File: src/rtl/dts_pkg.sv
package dts_pkg;

    typedef enum logic [1:0] {
        SEL_GLOBAL    = 2'd0,
        SEL_CTRL      = 2'd1,
        SEL_START_EXT = 2'd2,
        SEL_START_LO  = 2'd3
    } reg_sel_e;

    typedef enum logic {
        CH_FINISHED = 1'b0,
        CH_RUNNING  = 1'b1
    } chain_state_e;

endpackage

File: src/rtl/dts_global_reg.sv
module dts_global_reg #(
    parameter int NUM_CH = 6
) (
    input  logic              clk,
    input  logic              rst_n,
    input  logic              glob_we,
    input  logic [2*NUM_CH-1:0] glob_data,
    input  logic [NUM_CH-1:0] ctrl_we,
    input  logic [NUM_CH-1:0] retrig_take,
    output logic [NUM_CH-1:0] trig_q,
    output logic [NUM_CH-1:0] retrig_q
);

    logic [NUM_CH-1:0] trig_set;
    logic [NUM_CH-1:0] retrig_set;

    always_comb begin
        trig_set   = glob_we ? glob_data[NUM_CH-1:0]        : '0;
        retrig_set = glob_we ? glob_data[2*NUM_CH-1:NUM_CH] : '0;
    end

    // A new set wins over a clear in the same cycle.
    always_ff @(posedge clk or negedge rst_n) begin
        if (!rst_n) begin
            trig_q   <= '0;
            retrig_q <= '0;
        end else begin
            trig_q   <= (trig_q & ~ctrl_we) | trig_set;
            retrig_q <= (retrig_q & ~retrig_take) | retrig_set;
        end
    end

endmodule

File: src/rtl/dts_channel.sv
module dts_channel
    import dts_pkg::*;
#(
    parameter int DATA_W = 32,
    parameter int EXT_W  = 16,
    parameter int LO_W   = 32,
    parameter int CTRL_W = 30,
    localparam int ADDR_W = EXT_W + LO_W
) (
    input  logic              clk,
    input  logic              rst_n,
    input  logic              ctrl_we,
    input  logic              ext_we,
    input  logic              lo_we,
    input  logic [DATA_W-1:0] wr_data,
    input  logic              trig,
    input  logic              retrig,
    input  logic              fetch_req,
    input  logic              desc_valid,
    input  logic              desc_end,
    input  logic [ADDR_W-1:0] desc_next,
    output logic              start_ok,
    output logic              retrig_take,
    output logic [ADDR_W-1:0] fetch_addr,
    output logic [CTRL_W-1:0] ctrl_q,
    output logic [EXT_W-1:0]  ext_q,
    output logic [LO_W-1:0]   lo_q
);

    chain_state_e      state_q, state_n;
    logic [ADDR_W-1:0] next_q;
    logic              go;

    // Configuration and next-address storage
    always_ff @(posedge clk or negedge rst_n) begin
        if (!rst_n) begin
            ctrl_q <= '0;
            ext_q  <= '0;
            lo_q   <= '0;
            next_q <= '0;
        end else begin
            if (ctrl_we)    ctrl_q <= wr_data[CTRL_W-1:0];
            if (ext_we)     ext_q  <= wr_data[EXT_W-1:0];
            if (lo_we)      lo_q   <= wr_data[LO_W-1:0];
            if (desc_valid) next_q <= desc_next;
        end
    end

    // State register
    always_ff @(posedge clk or negedge rst_n) begin
        if (!rst_n) state_q <= CH_FINISHED;
        else        state_q <= state_n;
    end

    // Next state
    always_comb begin
        state_n = state_q;
        unique case (state_q)
            CH_FINISHED: if (go)                    state_n = CH_RUNNING;
            CH_RUNNING:  if (desc_valid && desc_end) state_n = CH_FINISHED;
            default:                                state_n = CH_FINISHED;
        endcase
    end

    // Outputs
    always_comb begin
        start_ok    = trig && ctrl_q[0] && !ctrl_q[1];
        go          = fetch_req && start_ok;
        retrig_take = go && retrig;
        fetch_addr  = ((state_q == CH_FINISHED) || retrig) ? {ext_q, lo_q} : next_q;
    end

endmodule

File: src/rtl/dma_trig_seq.sv
module dma_trig_seq
    import dts_pkg::*;
#(
    parameter int NUM_CH = 6,
    parameter int DATA_W = 32,
    parameter int EXT_W  = 16,
    parameter int LO_W   = 32,
    parameter int CTRL_W = 30,
    localparam int CH_W   = $clog2(NUM_CH),
    localparam int ADDR_W = EXT_W + LO_W
) (
    input  logic              clk,
    input  logic              rst_n,
    input  logic              wr_en,
    input  logic [1:0]        wr_sel,
    input  logic [CH_W-1:0]   wr_ch,
    input  logic [DATA_W-1:0] wr_data,
    input  logic [1:0]        rd_sel,
    input  logic [CH_W-1:0]   rd_ch,
    output logic [DATA_W-1:0] rd_data,
    input  logic              fetch_req,
    input  logic [CH_W-1:0]   fetch_ch,
    output logic [ADDR_W-1:0] fetch_addr,
    input  logic              desc_valid,
    input  logic [CH_W-1:0]   desc_ch,
    input  logic              desc_last,
    input  logic              desc_err,
    input  logic [ADDR_W-1:0] desc_next,
    output logic [NUM_CH-1:0] start_ok
);

    reg_sel_e          wsel, rsel;
    logic              glob_we;
    logic [NUM_CH-1:0] ctrl_we, ext_we, lo_we, ch_fetch, ch_desc;
    logic [NUM_CH-1:0] trig_q, retrig_q, retrig_take;
    logic [ADDR_W-1:0] addr_arr [NUM_CH];
    logic [CTRL_W-1:0] ctrl_arr [NUM_CH];
    logic [EXT_W-1:0]  ext_arr  [NUM_CH];
    logic [LO_W-1:0]   lo_arr   [NUM_CH];

    assign wsel    = reg_sel_e'(wr_sel);
    assign rsel    = reg_sel_e'(rd_sel);
    assign glob_we = wr_en && (wsel == SEL_GLOBAL);

    dts_global_reg #(.NUM_CH(NUM_CH)) u_glob (
        .clk        (clk),
        .rst_n      (rst_n),
        .glob_we    (glob_we),
        .glob_data  (wr_data[2*NUM_CH-1:0]),
        .ctrl_we    (ctrl_we),
        .retrig_take(retrig_take),
        .trig_q     (trig_q),
        .retrig_q   (retrig_q)
    );

    for (genvar c = 0; c < NUM_CH; c++) begin : g_ch
        always_comb begin
            ctrl_we[c]  = wr_en && (wsel == SEL_CTRL)      && (wr_ch == CH_W'(c));
            ext_we[c]   = wr_en && (wsel == SEL_START_EXT) && (wr_ch == CH_W'(c));
            lo_we[c]    = wr_en && (wsel == SEL_START_LO)  && (wr_ch == CH_W'(c));
            ch_fetch[c] = fetch_req  && (fetch_ch == CH_W'(c));
            ch_desc[c]  = desc_valid && (desc_ch  == CH_W'(c));
        end

        dts_channel #(
            .DATA_W(DATA_W), .EXT_W(EXT_W), .LO_W(LO_W), .CTRL_W(CTRL_W)
        ) u_chan (
            .clk        (clk),
            .rst_n      (rst_n),
            .ctrl_we    (ctrl_we[c]),
            .ext_we     (ext_we[c]),
            .lo_we      (lo_we[c]),
            .wr_data    (wr_data),
            .trig       (trig_q[c]),
            .retrig     (retrig_q[c]),
            .fetch_req  (ch_fetch[c]),
            .desc_valid (ch_desc[c]),
            .desc_end   (desc_last || desc_err),
            .desc_next  (desc_next),
            .start_ok   (start_ok[c]),
            .retrig_take(retrig_take[c]),
            .fetch_addr (addr_arr[c]),
            .ctrl_q     (ctrl_arr[c]),
            .ext_q      (ext_arr[c]),
            .lo_q       (lo_arr[c])
        );
    end

    // Fetch address and read mux
    always_comb begin
        fetch_addr = '0;
        rd_data    = '0;
        if (32'(fetch_ch) < NUM_CH) fetch_addr = addr_arr[fetch_ch];
        if (32'(rd_ch) < NUM_CH) begin
            unique case (rsel)
                SEL_GLOBAL:    rd_data = '0;
                SEL_CTRL:      rd_data = DATA_W'(ctrl_arr[rd_ch]);
                SEL_START_EXT: rd_data = DATA_W'(ext_arr[rd_ch]);
                SEL_START_LO:  rd_data = DATA_W'(lo_arr[rd_ch]);
                default:       rd_data = '0;
            endcase
        end
    end

endmodule

File: config.mk
export PLATFORM = sky130hd
export DESIGN_NAME = dma_trig_seq
export DESIGN_NICKNAME = d
export VERILOG_FILES = /design/src/rtl/dts_pkg.sv /design/src/rtl/dts_global_reg.sv /design/src/rtl/dts_channel.sv /design/src/rtl/dma_trig_seq.sv
export SDC_FILE = /design/constraint.sdc
export NUM_CORES = 1
export LEC_CHECK = 0
export ABC_AREA = 1
export BUFFER_PORTS_ARGS = -buffer_cell sky130_fd_sc_hd__buf_2
export CORE_MARGIN = 4
export CORE_UTILIZATION = 45
export DETAILED_ROUTE_END_ITERATION = 7
export SLEW_MARGIN = 20
export SYNTH_ARGS = -nofsm -noshare
export SYNTH_HDL_FRONTEND = slang
export SYNTH_HIERARCHICAL = 1
export SYNTH_SLANG_ARGS = --single-unit
File: constraint.sdc
create_clock -name clk -period 3.1 [get_ports clk]
set_clock_uncertainty 0.15 [all_clocks]
set_input_delay 0.31 -clock clk [delete_from_list [all_inputs] [get_ports clk]]
set_output_delay 0.31 -clock clk [all_outputs]
set_load 0.1 [all_outputs]
**Yosys cells after proc, flatten, opt, wreduce, memory -nomap -nowiden**

Cells that the tools add are included.
W data, S select, Z words.

- Bits in registers: 774
- Latch bits: 0
- Bits in writable memories: 0
- ROM bits: 0
- Bits of input ports: 103
- Output and inout port bits: 86
- Word-level logic and storage cells: 194
- Memories: 0

- Add/subtract/negate cells: 0
- Multiply operators: 0
- Div/mod/pow operators: 0
- Order comparisons: 4
- Equality and inequality tests: 21
- Shift operators: 0
- Mux-type cells: 41
- Bitwise operators: 14
- Reduce and logical (&&, ||, !) cells: 82

Operators by type and width:

| operator | number |
|---|---|
| $mux W48 | 9 |
| $bmux W48 S3 | 1 |
| $pmux W32 S4 | 1 |
| $bmux W32 S3 | 1 |
| $mux W32 | 3 |
| $bmux W30 S3 | 1 |
| $logic_and A1 B1 Y1 | 64 |
| $mux W30 | 2 |
| $bmux W16 S3 | 1 |
| $mux W16 | 2 |
| $eq A3 B2 Y1 const B | 6 |
| $eq A3 B3 Y1 const B | 6 |
| $and A6 B6 Y6 | 2 |
| $mux W1 | 12 |
| $mux W6 | 2 |
| $not A6 Y6 | 2 |
| $or A6 B6 Y6 | 2 |
| $pmux W1 S2 | 6 |
| $eq A3 B1 Y1 const B | 3 |
| $logic_not A3 Y1 | 3 |
| $eq A2 B2 Y1 const B | 4 |
| $ge A4 B4 Y1 const B | 2 |
| $not A3 Y4 | 2 |
| $logic_or A1 B1 Y1 | 7 |
| other kinds (5) | 18 |

**Logic depth before layout (Yosys ltp)**

- Word-level depth: 7
- Mapped depth: 10
- Gate-level depth less buffers: 8

**Hierarchy**

The synthesis kept the hierarchy.

Modules (own cells, without submodules):

| module | times used | cells an instance | area an instance (sq um) | sequential area each (sq um) |
|---|---|---|---|---|
| dts_channel | 6 | 650 | 5451.5 | 3178.0 |
| dma_trig_seq | 1 | 1657 | 7469.7 | 0.0 |
| dts_global_reg | 1 | 61 | 491.7 | 300.3 |

**Worst setup path before layout**

OpenSTA, ideal clock, no wires.

- Path type: register to output
- Start: reg g_ch[4].u_chan.state_q
- End: out fetch_addr[7]
- Arrival: 3.070 ns
- Data required time: 2.640 ns
- Slack: -0.430 ns
- Stages on the path, launching flop included: 8
- Path buffers: 2
- Cells stage by stage: dfrtp_1 nand2_2 buf_6 buf_6 nand2_1 o21ai_1 a22oi_1 o21ai_0

RTL lines:

| item | line | source |
|---|---|---|
| from (decl) | dts_channel.sv:30 | `chain_state_e state_q, state_n;` |
| from (signal assigned) | dts_channel.sv:52 | `else state_q <= state_n;` |
| to (decl) | dma_trig_seq.sv:23 | `output logic [ADDR_W-1:0] fetch_addr,` |

==> flow_summary.ini <==
[sta]
clock.fmax_mhz = 325
hold_violations = 0
drv_slew = 0
slew_headroom_pct = 46.9
rsz0062_at_grt = true
tightest_slew_ps = 796
setup_tns_ps = 0
fin_crit_ps = 3080
period_share_pct = 99.3
holdWs_ps = 45.5
setup_viol = 0

[grt]
grt_max_degree = 98
grt_pass1_vias = 35700
grt_antenna_before_repair = 5
grt_pass1_wl_mm = 225
grt.total_usage_pct = 31.0
grt-ovfl-total = 0

[pwr]
switching_power_mw = 11.7
switching_share_pct = 35.1
comb_power_share_pct = 26.0
clkPwrFrac_pct = 32.3
pwr-share-seq_pct = 41.8
p_int_mw = 21.6
power_density_nw_per_um2 = 687
p_leak_nw = 24.1
ir_drop_mv = 0.451

[hold_path]
hold_start = wr_data[14]
worstHoldPathCells = 3
holdPathEnd = g_ch[0].u_chan/lo_q[14]
hold_class = input pin to register

[yosys]
synth_fa_ha_area_share_pct = 0
synth_top_family_by_area = simple AND/OR/NAND/NOR gates
yosys.area.top_type = dfrtp_1
synth.distinct_cells = 27
synth-edff-count = 0
synth_compound_area_share_pct = 17.2
netlist_instances = 5618
synth_area_um2 = 40700
yosys.area.top_type_share_pct = 47.6
synthMuxAreaShare_pct = 0
synth-simple-area-share_pct = 21.2
yosysSeqAreaShare_pct = 47.6
synthArstFlopShare_pct = 100
syn_avg_cell_area_um2 = 7.24
ys_warn_count = 6
synth_ff_type = dfrtp_1
synth_xor_area_share_pct = 0
synth_area_leaders = dfrtp_1 48%, nand2_1 16%, o21ai_0 11%
synth_fp_nets = 5721
synth-seq-cells = 774

[detailed_routing]
highest-signal-layer = met5
routed_wl_mm = 151
wl_met3_mm = 12.5
via_count = 37700
m1WireLength_mm = 64.1
drcViolationCount = 0
viasPerCell = 5.37
wire_per_inst_um = 21.5
wl_met2_mm = 68.4
firstDrtPassIters = 6
drtIter0Drc = 4050
drtAntennaViolNets = 0

[setup_path]
timing.rr.start = g_ch[3].u_chan/ctrl_q[0]
cp.arrival_ps = 2620
path_buf_inv = 3
cpMaxStageDelayCell = dfrtp_1
cpMostUsedCell = nand2_1
critical_path_required_ps = 2640
crit_fanout = 20
cp-end-kind = output port
cp_top_family = buffers and inverters
critPathMaxStageDelay_ps = 410
r2r_setup_slack_ps = 1700
reg2reg_to = u_glob/retrig_q[3]
cp-start-kind = register
ff2ff_path_depth = 7
crit_chain = clkinvlp_4 > buf_12 > nand2_4 > o21ai_1 > nand2_1 > nand3_1 > nand2_1 > nand2_1 > clkbuf_4
path_class = register to output port

[layout]
instances_no_fill = 7018
syn2layout_area_growth_pct = 19.0
post-route-util_pct = 54.4
layout.nets = 5888
drive_gt1_share_pct = 10.2

[floorplanning]
die-area_um2 = 95300
io_pins = 189
die_h_um = 309
dieWidth_um = 309
start_util_pct = 45.7
num_rows = 109
core_area_um2 = 89100

[clock_tree]
clock-sinks = 774
cts.htree.levels = 3
cts-root-buf = clkbuf_16
clk_latency_ps = 660
cts_max_path_buffers = 3
clk_pin_slew_ps = 60
cts_tree = yes
cts_buffers = 88

[placed_design]
place_hpwl_mm = 93.7
place_inst = 6746
place_congestion = 0.878
portBuffers = 188

[flow_run]
drv_cap = 0

[run_status]
status = finished, final reports clean
## how the worst max path moves through the flow
stage                endpoint  slack (ps)                   start  depth (start not counted)
3_3_place_gp       rd_data[5]         110               rd_sel[0]                         11
4_1_cts        fetch_addr[17]         0.2      u_glob/retrig_q[5]                          9
5_1_grt        fetch_addr[31]        0.02  g_ch[4].u_chan/state_q                          7
3_5_place_dp       rd_data[5]         130               rd_sel[0]                         11
6_report       fetch_addr[35]          20      u_glob/retrig_q[2]                          9
2_1_floorplan     rd_data[30]         140                rd_ch[1]                          8
## registers in the layout (all words and copies together), names as in the netlist
| name | cells |
|---|---|
| g_ch.u_chan/ctrl_q | 180 |
| g_ch.u_chan/lo_q | 192 |
| g_ch.u_chan/state_q | 6 |
| g_ch.u_chan/next_q | 288 |
| u_glob/trig_q | 6 |
| g_ch.u_chan/ext_q | 96 |
| u_glob/retrig_q | 6 |
## tightest hold or removal path: cells and delay by family
family / cells / cell delay (ps)
buffers and inverters: 1 / 290
and+or+nand+nor: 1 / 120
AOI/OAI and AO/OA: 1 / 70
## cell families (layout without fill, tap and decap cells)
logic type      after synthesis  after routing
simple gates               2181           2190
flops                       774            774
compound gates             1330           1330
buf+inv                    1333           1558
other cells                   0              1
## cells in the mapped netlist (49+ instances only)
master and count:
dfrtp_1 774, buf_2 142, inv_1 967, o21ai_1 314, o21ai_0 861, o211ai_1 59
nand2_1 1755, clkbuf_1 108, nand3_1 150, buf_6 54, a22oi_1 49, nor2_1 180
## through the flow
step / cell area [um2] / setup WS [ps] / power (mW)
floorplan: 40700 / 139 / 18.9
global placement: 44000 / 113 / 21.9
detailed placement: 44000 / 132 / 22.0
CTS: 47900 / 0.222 / 33.1
global route: 48400 / 0.0184 / 35.0
finish: 48400 / 20.7 / 33.3
## timing repair
| item | CTS | global route |
|---|---|---|
| endpoints found under the setup margin | 48 | 46 |
| hold buffers | 77 | 0 |
| endpoints found under the hold margin | 603 | 0 |
| pin swaps | 4 | 4 |
| gates cloned | 5 | 8 |
| resized for setup | 21 | 41 |
| setup buffers | 9 | 15 |
## routing by layer
metal	track usage [%]	up-vias
met1	43.2	17900
met3	4.98	301
met4	10.9	8
met5	0	-
met2	49.3	1642
li1	-	17800
## cell usage in the layout, fill, tap and decap left out, types with 35 or more instances in the layout
cell and n:
buf_4 102, clkbuf_16 92, nor2_1 155, o21ai_1 303, buf_2 105, nand3_1 149
buf_12 127, nand2_1 1754, a22oi_1 48, o211ai_1 59, dlygate4sd3_1 77, o21ai_0 855
inv_1 962, nand4_1 35, dfrtp_1 769
## final cells by class
cell class / instances / area, um2
sequential: 774 / 19400
clock inverter: 31 / 420
tap: 1165 / 1460
timing repair buffer: 426 / 4900
antenna: 1 / 2.50
clock buffer: 126 / 2500
fill: 8376 / 40600
inverter: 975 / 3690
multi-input combinational: 3520 / 16100
## power by group through the flow
stage | clock network [mW] | registers [mW] | logic [mW]
floorplan | 0 | 13.4 | 5.45
global placement | 0 | 13.9 | 7.94
detailed placement | 0 | 14.0 | 8.08
CTS | 10.9 | 13.9 | 8.33
global route | 11.3 | 14.1 | 9.57
finish | 10.7 | 13.9 | 8.64
Power figures use the tool's default switching activity.
